--- src/rtl/pac_pkg.sv ---
package pac_pkg;

  localparam int CODE_W = 6;

  // Error code bit positions (decoded by the fault handler)
  localparam int EC_P = 0;
  localparam int EC_W = 1;
  localparam int EC_U = 2;
  localparam int EC_R = 3;
  localparam int EC_I = 4;
  localparam int EC_K = 5;

  typedef logic [CODE_W-1:0] pac_code_t;

  typedef struct packed {
    logic user;
    logic write;
    logic fetch;
  } pac_access_t;

  typedef struct packed {
    logic nxe;
    logic wp;
    logic smep;
    logic pke;
  } pac_ctl_t;

  typedef struct packed {
    logic wr;
    logic usr;
    logic xd;
  } pac_rights_t;

  typedef struct packed {
    logic      illegal;
    logic      fault;
    pac_code_t code;
  } pac_verdict_t;

endpackage

--- src/rtl/pac_decide.sv ---
module pac_decide
  import pac_pkg::*;
(
  input  pac_access_t  acc,
  input  pac_rights_t  eff,
  input  pac_ctl_t     ctl,
  input  logic         key_ad,
  input  logic         key_wd,
  input  logic         absent,
  input  logic         rsvd,
  output pac_verdict_t verdict
);

  logic      sup_wr_ok;
  logic      f_usr;
  logic      f_wr;
  logic      f_exec;
  logic      f_smep;
  logic      key_scope;
  logic      f_key;
  logic      f_perm;
  pac_code_t base;

  always_comb begin
    // Supervisor writes ignore read-only pages while write protection is off.
    sup_wr_ok = ~ctl.wp & ~acc.user;

    f_usr  = acc.user & ~eff.usr;
    f_wr   = acc.write & ~eff.wr & ~sup_wr_ok;
    f_exec = acc.fetch & eff.xd;
    f_smep = acc.fetch & ~acc.user & eff.usr & ctl.smep;

    key_scope = eff.usr & ~acc.fetch & ctl.pke;
    f_key     = key_scope & (key_ad | (acc.write & key_wd & ~sup_wr_ok));

    f_perm = f_usr | f_wr | f_exec | f_smep | f_key;

    base       = '0;
    base[EC_W] = acc.write;
    base[EC_U] = acc.user;
    base[EC_I] = acc.fetch & (ctl.nxe | ctl.smep);

    verdict.illegal = acc.write & acc.fetch;
    verdict.fault   = 1'b0;
    verdict.code    = '0;

    if (verdict.illegal) begin
      verdict.fault = 1'b0;
      verdict.code  = '0;
    end else if (absent) begin
      verdict.fault = 1'b1;
      verdict.code  = base;
    end else if (rsvd) begin
      verdict.fault      = 1'b1;
      verdict.code       = base;
      verdict.code[EC_P] = 1'b1;
      verdict.code[EC_R] = 1'b1;
    end else if (f_perm) begin
      verdict.fault      = 1'b1;
      verdict.code       = base;
      verdict.code[EC_P] = 1'b1;
      verdict.code[EC_K] = f_key;
    end
  end

endmodule

--- config.mk ---
export PLATFORM = sky130hd
export DESIGN_NAME = pac_decide
export DESIGN_NICKNAME = d
export VERILOG_FILES = /design/src/rtl/pac_pkg.sv /design/src/rtl/pac_decide.sv
export SDC_FILE = /design/constraint.sdc
export NUM_CORES = 1
export LEC_CHECK = 0
export BUFFER_PORTS_ARGS = -buffer_cell sky130_fd_sc_hd__buf_2
export CAP_MARGIN = 20
export CORE_AREA = 4 4 41 43
export DETAILED_ROUTE_END_ITERATION = 16
export DIE_AREA = 0 0 45 47
export GPL_TIMING_DRIVEN = 1
export PLACE_DENSITY = 0.4
export SLEW_MARGIN = 20
export SYNTH_ARGS = -nofsm -noshare
export SYNTH_HDL_FRONTEND = slang
export SYNTH_SLANG_ARGS = --single-unit
export TNS_END_PERCENT = 30
--- constraint.sdc ---
create_clock -name vclk -period 1.9
set_clock_uncertainty 0.2 [all_clocks]
set_input_delay 0.38 -clock vclk [all_inputs]
set_output_delay 0.38 -clock vclk [all_outputs]
set_load 0.01 [all_outputs]
# [After elaboration in Yosys (flattened, before gate mapping)]
# Cells that the tools add are included.
[totals] regBits=0 in_bits=14 wordCells=31
[op_classes] bitwise_logic=27 mux=4
[op_table] cell="2-to-1 mux 7 bit" count=4
[op_table] cell="bitwise AND 1 bit" count=15
[op_table] cell="inverter 1 bit" count=6
[op_table] cell="bitwise OR 1 bit" count=6

# [Longest topological paths before layout]
# Gate-level depths: netlist (run 1).
[logic_depth] ltp_word=12 depth_mapped=4

# [Least setup slack after synthesis (run 1)]
# No wires, ideal clock.
[synth_path] path_type="in2out" start="in acc[2] (netlist name)" end="out verdict[1] (netlist name)" n_path_buf=0 path_slack_ns=-0.023 arrival_time_ns=1.343 path_stages=4 path_cell_list="o211ai_1 > a211oi_1 > a2111oi_4 > a211oi_1"
[synth_lines] element="start, declared" line="pac_decide.sv:4" rtl="input pac_access_t acc,"
[synth_lines] element="end, declared" line="pac_decide.sv:11" rtl="output pac_verdict_t verdict"

==> flow_summary.ini, run 1 <==
[run_status]
status = finished with violations
failed_checks = setup timing

[critical_path]
cp_top_family = compound AO/OA/AOI/OAI gates
critPathRequiredTime_ns = 1.32
arrival_ns = 1.54
end_kind = output pin
crit_start = eff[1]
path_buf_inv = 2
crit_slowest_cell = a2111oi_4
crit_path_start_kind = input pin
critPathKind = input pin to output pin
max_stage_delay_ns = 0.42
crit_chain = buf_6 > and3b_1 > o21a_1 > a2111oi_4 > a211oi_1 > buf_2
cp_max_fo = 5

[global_route]
antenna_found_initial = 0
grt_pass1_vias = 246
grt_use_total_pct = 6.22
grt_pass1_wl_um = 1040
overflow = 0
grt_max_degree = 6

[cells_and_area]
n_fill_cell = 155
final_cells = 67
drive_gt1_share_pct = 61.5
n_antenna_cell = 0
area.sequential_sq_um = 0
numSequentialCells = 0
syn_to_final_growth_pct = 130
clkbuf_count = 0
finalNetCount = 68

[logic_synthesis]
synth_commonest_cells = inv_1, a211oi_1
syn_inst = 23
synth_top_area_cell = a2111oi_4
ys_types = 13
syn_avg_cell_area_sq_um = 6.69
yosysSeqAreaShare_pct = 0
synth_top_area_share_pct = 17.9
synth_area_leaders = a2111oi_4, a211oi_1, inv_1
yosysWarnings = 0
synth_most_common_cell = inv_1
synth_area_sq_um = 154
syn-num-nets = 37

[floorplan]
chipWidth_um = 45
die_h_um = 47
initial_utilization_pct = 11.8
num_rows = 13
die_area_sq_um = 2120
ios = 22
core-area_sq_um = 1300

[power]
ir_worst_vdd_v = 0.0000667
total_power_uw = 74.5
p_leak_uw = 0.000197
power_density_nw_per_um2 = 210

[drt]
firstDrtPassIters = 2
wl_per_cell_um = 9.75
wl_um = 653
ant_nets = 0
drc_errors = 0
num_vias = 262
viasPerCell = 3.91
dr.first_iter.drc_count = 3

[min_path]
hold_path_depth = 3
min_to = verdict[5]
hp-start = rsvd
worst_hold_path_type = input pin to output pin

[job]
cap_violations = 0

[sta]
fin_setup_tns_ns = -1.01
finalSetupViolCount = 5
finalHoldViolations = 0
finalCritPeriodShare_pct = 112
setup_slack_ns = -0.225
min_period_ns = 2.12
fmax_mhz = 471
slew_viol_final = 0
worst_pin_slew_ns = 0.374
worst_hold_slack_ns = 0.865
relSlewSlack_pct = 75.1
rsz0062_at_grt = yes

[clock_tree]
ctsHoldBuffers = 0

[placement]
place_ws_ns = -0.254
routabilityCongestion = 0.638
dp.cells = 67
place_hpwl_um = 598
port-buffer-count = 22
## cell type report
class | instances | area, sq um | area share, %
multi-input combinational | 18 | 135 | 38.2
timing repair buffer | 29 | 181 | 51.2
tap | 15 | 18.8 | 5.30
inverter | 5 | 18.8 | 5.30
## routing by layer
| layer | routed length [um] | global-route usage, % |
|---|---|---|
| met5 | 0 | 0 |
| met4 | 0 | 0 |
| met3 | 72 | 0.383 |
| met2 | 261 | 9.60 |
| met1 | 319 | 9.89 |
## power by group
part           total [uW]  internal, uW  switching (uW)
Sequential              0             0               0
Clock                   0             0               0
Combinational        74.5          41.5            32.9
## cells in the final DEF, fill, tap and decap left out
cell,n
and3b_1,1
o21a_1,1
and2_1,1
a21oi_1,2
nand2_1,1
buf_6,3
nor3b_1,1
a211oi_1,3
or2_2,2
buf_4,7
o211ai_1,2
buf_2,19
nor2_1,2
inv_1,5
o22ai_1,1
a2111oi_4,1
## repair_timing
action	4_1_cts	5_1_grt
endpoints found under the setup margin	6	6
pin swaps	2	2
gates resized for setup	3	0
setup buffers	0	0
## per-stage QoR
stage	util [%]	cell area, sq um
finish	27.2	354
global route	27.2	354
CTS	27.2	354
detailed placement	25.8	335
global placement	25.8	335
floorplan	-	154
## cells by family after synthesis
kind of cell | Yosys count | share of synthesized area, %
buf+inv | 5 | 12.2
simple gates | 8 | 30.1
compound gates | 10 | 57.7
## worst max path at each step
stage,end,slack (ns),cells past startpoint
floorplan,verdict[1],-0.02,4
global placement,verdict[1],-0.27,7
detailed placement,verdict[1],-0.25,7
CTS,verdict[1],-0.23,6
global route,verdict[1],-0.31,6
finish,verdict[1],-0.22,6
Note: power is estimated with default switching activity, not from simulation.
==> run 2: changes to the inputs <==
CELL_PAD_IN_SITES_DETAIL_PLACEMENT = 0   (was not set)
CELL_PAD_IN_SITES_GLOBAL_PLACEMENT = 1   (was not set)
PLACE_DENSITY = 0.59   (was 0.4)
==> run 2 against run 1 <==
The run still ends with setup timing left; largest power group unchanged; wire length is 4.3% higher; clock-buffer cell count unchanged; setup slack worse by 0.015 ns; core utilization rose by 0.77 points; non-clock buffer count is the same; highest routed layer unchanged; power grew 2.5%; hold slack improved by 0.0071 ns; sequential share of layout area is the same; via count increased by 3.8%; flip-flop and latch count unchanged; first-iteration DRC count rose by 33%; combinational power increased by 2%.
==> flow_summary.ini, run 2 (same netlist as run 1, synthesis figures left out) <==
[power]
intPower_uw = 42.0
power_density_nw_per_um2 = 210
p_leak_uw = 0.000199
switching_share_pct = 45.0
p_switching_uw = 34.4
pwr-share-seq_pct = 0
ir_worst_vdd_v = 0.0000612
total_power_uw = 76.3
power_frac_comb_pct = 100.0
p_clk_share_pct = 0

[sta]
finalCritPeriodShare_pct = 113
min_period_ns = 2.14
setup_slack_ns = -0.239
finalSetupViolCount = 5
fin_setup_tns_ns = -1.07
worst_pin_slew_ns = 0.394
finalHoldViolations = 0
slew_viol_final = 0
rsz0062_at_grt = yes
worst_hold_slack_ns = 0.872
fmax_mhz = 467
relSlewSlack_pct = 73.7

[critical_path]
end_kind = output pin
max_stage_delay_ns = 0.44
crit_chain = buf_6 > and3b_1 > o21a_1 > a2111oi_4 > a211oi_1 > buf_2
arrival_ns = 1.56
critPathKind = input pin to output pin
critPathRequiredTime_ns = 1.32
crit_path_start_kind = input pin
cp_max_fo = 5
cp_top_family = compound AO/OA/AOI/OAI gates
path_buf_inv = 2
crit_slowest_cell = a2111oi_4

[drt]
dr.first_iter.drc_count = 4
ant_nets = 0
firstDrtPassIters = 2
viasPerCell = 4.06
wl_per_cell_um = 10.2
wl_um = 681
drc_errors = 0
num_vias = 272

[placement]
routabilityCongestion = 0.670
place_hpwl_um = 608
place_ws_ns = -0.270
port-buffer-count = 22

[floorplan]
die_area_sq_um = 2120
num_rows = 13
core-area_sq_um = 1300
ios = 22
chipWidth_um = 45
die_h_um = 47
initial_utilization_pct = 11.8

[cells_and_area]
final_cell_mix = buf_2, buf_4, inv_1
clkbuf_count = 0
area.sequential_sq_um = 0
syn_to_final_growth_pct = 137
n_antenna_cell = 0
mostFrequentLayoutCell = buf_2
numSequentialCells = 0
finalNetCount = 68
drive_gt1_share_pct = 65.4

[global_route]
grt_pass1_wl_um = 1080
grt_pass1_vias = 263
grt_max_degree = 6
overflow = 0
grt_use_total_pct = 6.29
antenna_found_initial = 0

[clock_tree]
cts_setup_buffers = 0

[run_status]
status = finished with violations
failed_checks = setup timing

[job]
cap_violations = 0

[min_path]
worst_hold_path_type = input pin to output pin
==> run 2: final cells by class <==
cell class	instances	area, sq um
multi-input cells	18	145
well taps	15	18.8
repair buffers	29	181
inverters	5	18.8
fillers	167	937
==> run 2: worst paths after layout <==
path	to	cells after the start	from
hold / removal	verdict[5]	3	rsvd
setup / recovery	verdict[2]	6	eff[1]
==> run 2: power by group through the flow <==
stage	registers, uW	clock network, uW	logic (uW)
after detailed placement	0	0	71.4
after CTS	0	0	75.9
after global routing	0	0	83.5
after global placement	0	0	72.2
after floorplan	0	0	30.2
final	0	0	76.3
==> run 2: what timing repair did <==
| item | in CTS | in global routing |
|---|---|---|
| gates resized for setup | 3 | 2 |
| endpoints found under the setup margin | 6 | 6 |
| pin swaps | 2 | 1 |
| hold buffers | 0 | 0 |
==> run 2: worst min-delay path, stage by stage <==
cell and delay, ns:
buf_2 0.13, nor3b_2 0.05, buf_2 0.13
==> run 2: per-stage QoR <==
stage	instance area [sq um]	utilization, %	cells
2_1_floorplan	154	-	23
3_3_place_gp	335	25.8	67
3_5_place_dp	335	25.8	67
4_1_cts	354	27.2	67
5_1_grt	364	28.0	67
6_report	364	28.0	67
==> run 2: routing by layer <==
layer  vias up  GRT usage (%)  routed length, um
met4         0              0                  0
li1        146              -                  -
met5         -              0                  0
met2        15           10.2                279
met3         0           1.15                 91
met1       111           9.21                310
==> run 3: changes to the inputs <==
--- a/config.mk
+++ b/config.mk
@@ -6,4 +6,5 @@
 export NUM_CORES = 1
 export LEC_CHECK = 0
+export ABC_AREA = 1
 export BUFFER_PORTS_ARGS = -buffer_cell sky130_fd_sc_hd__buf_2
 export CAP_MARGIN = 20
@@ -14,5 +15,5 @@
 export DIE_AREA = 0 0 45 47
 export GPL_TIMING_DRIVEN = 1
-export PLACE_DENSITY = 0.59
+export PLACE_DENSITY = 0.64
 export SLEW_MARGIN = 20
 export SYNTH_ARGS = -nofsm -noshare
==> constraint.sdc (replaced) <==
create_clock -name vclk -period 1.9
set_clock_uncertainty 0.2 [all_clocks]
set_input_delay 0.475 -clock vclk [all_inputs]
set_output_delay 0.475 -clock vclk [all_outputs]
set_load 0.01 [all_outputs]
==> run 3 against run 2 <==
The flow still finishes with violations (setup timing); core utilization fell by 0.58 points; power down 2.3%; cell count increased by 9.0%; global-route usage is 0.31 points lower; critical path type unchanged; critical endpoint is now verdict[4]; largest cell class unchanged; highest routed layer unchanged.
==> flow_summary.ini, run 3 <==
[run_status]
status = finished with violations
failed_checks = setup timing

[drt]
num_vias = 276
wl_per_cell_um = 8.75
firstDrtPassIters = 2
dr.first_iter.drc_count = 2
wl_um = 639
drc_errors = 0
viasPerCell = 3.78
ant_nets = 0

[power]
power_frac_comb_pct = 100.0
total_power_uw = 74.6
p_clk_share_pct = 0
p_leak_uw = 0.000219
p_switching_uw = 35.2
pwr-share-seq_pct = 0
switching_share_pct = 47.2
power_density_nw_per_um2 = 209
ir_worst_vdd_v = 0.0000674
intPower_uw = 39.4

[sta]
worst_hold_slack_ns = 1.01
setup_slack_ns = -0.0197
min_period_ns = 1.92
fmax_mhz = 521
finalHoldViolations = 0
relSlewSlack_pct = 91.1
finalCritPeriodShare_pct = 101
slew_viol_final = 0
finalSetupViolCount = 5
worst_pin_slew_ns = 0.132
rsz0062_at_grt = yes

[cells_and_area]
mostFrequentLayoutCell = buf_2
area.sequential_sq_um = 0
drive_gt1_share_pct = 58.6
syn_to_final_growth_pct = 142
finalNetCount = 74
numSequentialCells = 0
clkbuf_count = 0
final_util_pct = 27.4
final_cell_mix = buf_2, nand2_1, inv_1
n_antenna_cell = 0

[logic_synthesis]
synthSimpleGateAreaFrac_pct = 64.4
synth_top_area_cell = inv_1
synthAdderAreaFrac_pct = 0
synth_area_sq_um = 148
synth_commonest_cells = inv_1, nand2_1, nor2_1
synth_xor_area_share_pct = 0
ys_types = 11
syn-num-nets = 47
synthMuxAreaShare_pct = 0
synth_area_leaders = inv_1, nand2_1, nor2_1
syn_avg_cell_area_sq_um = 4.47
synth_top_family_by_area = simple AND/OR/NAND/NOR gates
synth_compound_area_share_pct = 12.7
synth_top_area_share_pct = 22.9
yosysSeqAreaShare_pct = 0
yosysWarnings = 0
syn_inst = 33

[min_path]
hold_path_depth = 3
hp-start = rsvd
min_to = verdict[5]
worst_hold_path_type = input pin to output pin

[floorplan]
initial_utilization_pct = 11.3
ios = 22
core-area_sq_um = 1300
die_area_sq_um = 2120
num_rows = 13
die_h_um = 47
chipWidth_um = 45

[critical_path]
critPathRequiredTime_ns = 1.22
crit_start = eff[1]
end_kind = output pin
cp_max_fo = 4
crit_path_start_kind = input pin
arrival_ns = 1.24
critPathKind = input pin to output pin

[global_route]
overflow = 0
grt_use_total_pct = 5.98
antenna_found_initial = 0
grt_busiest_layer = met2
grt_max_degree = 5
grt_pass1_vias = 256
use_met2_pct = 11.3
met3_usage_pct = 1.15
met1_usage_pct = 7.42
grt_pass1_wl_um = 1000

[placement]
place_ws_ns = -0.0964
routabilityCongestion = 0.665
port-buffer-count = 22

[job]
cap_violations = 0
run 3: critical path, cell delays in order:
cell	delay, ns
buf_8	0.08
inv_4	0.03
nor3b_2	0.15
nand2_1	0.10
nand4_1	0.11
nand2_2	0.08
nor2_1	0.09
buf_2	0.13
run 3: metal layers:
layer / part of all wire [%] / vias to the layer above
met5: 0 / -
met4: 0 / 0
met3: 11 / 0
met2: 51 / 11
met1: 38 / 114
li1: - / 151
run 3: worst max-delay path by stage:
| stage | to | slack, ns | depth (start not counted) |
|---|---|---|---|
| 4_1_cts | verdict[2] | -0.05 | 8 |
| 3_3_place_gp | verdict[4] | -0.06 | 8 |
| 5_1_grt | verdict[0] | -0.1 | 7 |
| 6_report | verdict[4] | -0.02 | 8 |
| 2_1_floorplan | verdict[1] | 0.17 | 6 |
| 3_5_place_dp | verdict[2] | -0.1 | 8 |
run 3: cells by family after synthesis:
| group | after synthesis |
|---|---|
| buf+inv | 9 |
| compound gates | 3 |
| simple gates | 21 |
run 3: repair_timing:
| item | CTS | global route |
|---|---|---|
| hold buffers | 0 | 0 |
| endpoints found under the setup margin | 5 | 6 |
| buffers inserted | 1 | 0 |
| resized for setup | 12 | 4 |
| pin swaps | 9 | 5 |
run 3: cell type report:
type / count / area (sq um)
inverter: 9 / 36.3
tap: 15 / 18.8
fill: 165 / 945
timing repair buffer: 25 / 168
multi-input combinational: 24 / 134
run 3: power groups by stage:
stage / logic (uW) / registers, uW / clock network (uW)
2_1_floorplan: 28.1 / 0 / 0
3_3_place_gp: 62.0 / 0 / 0
3_5_place_dp: 61.6 / 0 / 0
4_1_cts: 73.5 / 0 / 0
5_1_grt: 82.6 / 0 / 0
6_report: 74.6 / 0 / 0
run 3: metrics by stage:
stage | TNS, ns | area (sq um) | instances
final | -0.0511 | 357 | 73
after global routing | -0.452 | 357 | 73
after detailed placement | -0.391 | 292 | 72
after CTS | -0.125 | 349 | 73
after floorplan | 0 | 148 | 33
after global placement | -0.259 | 292 | 72
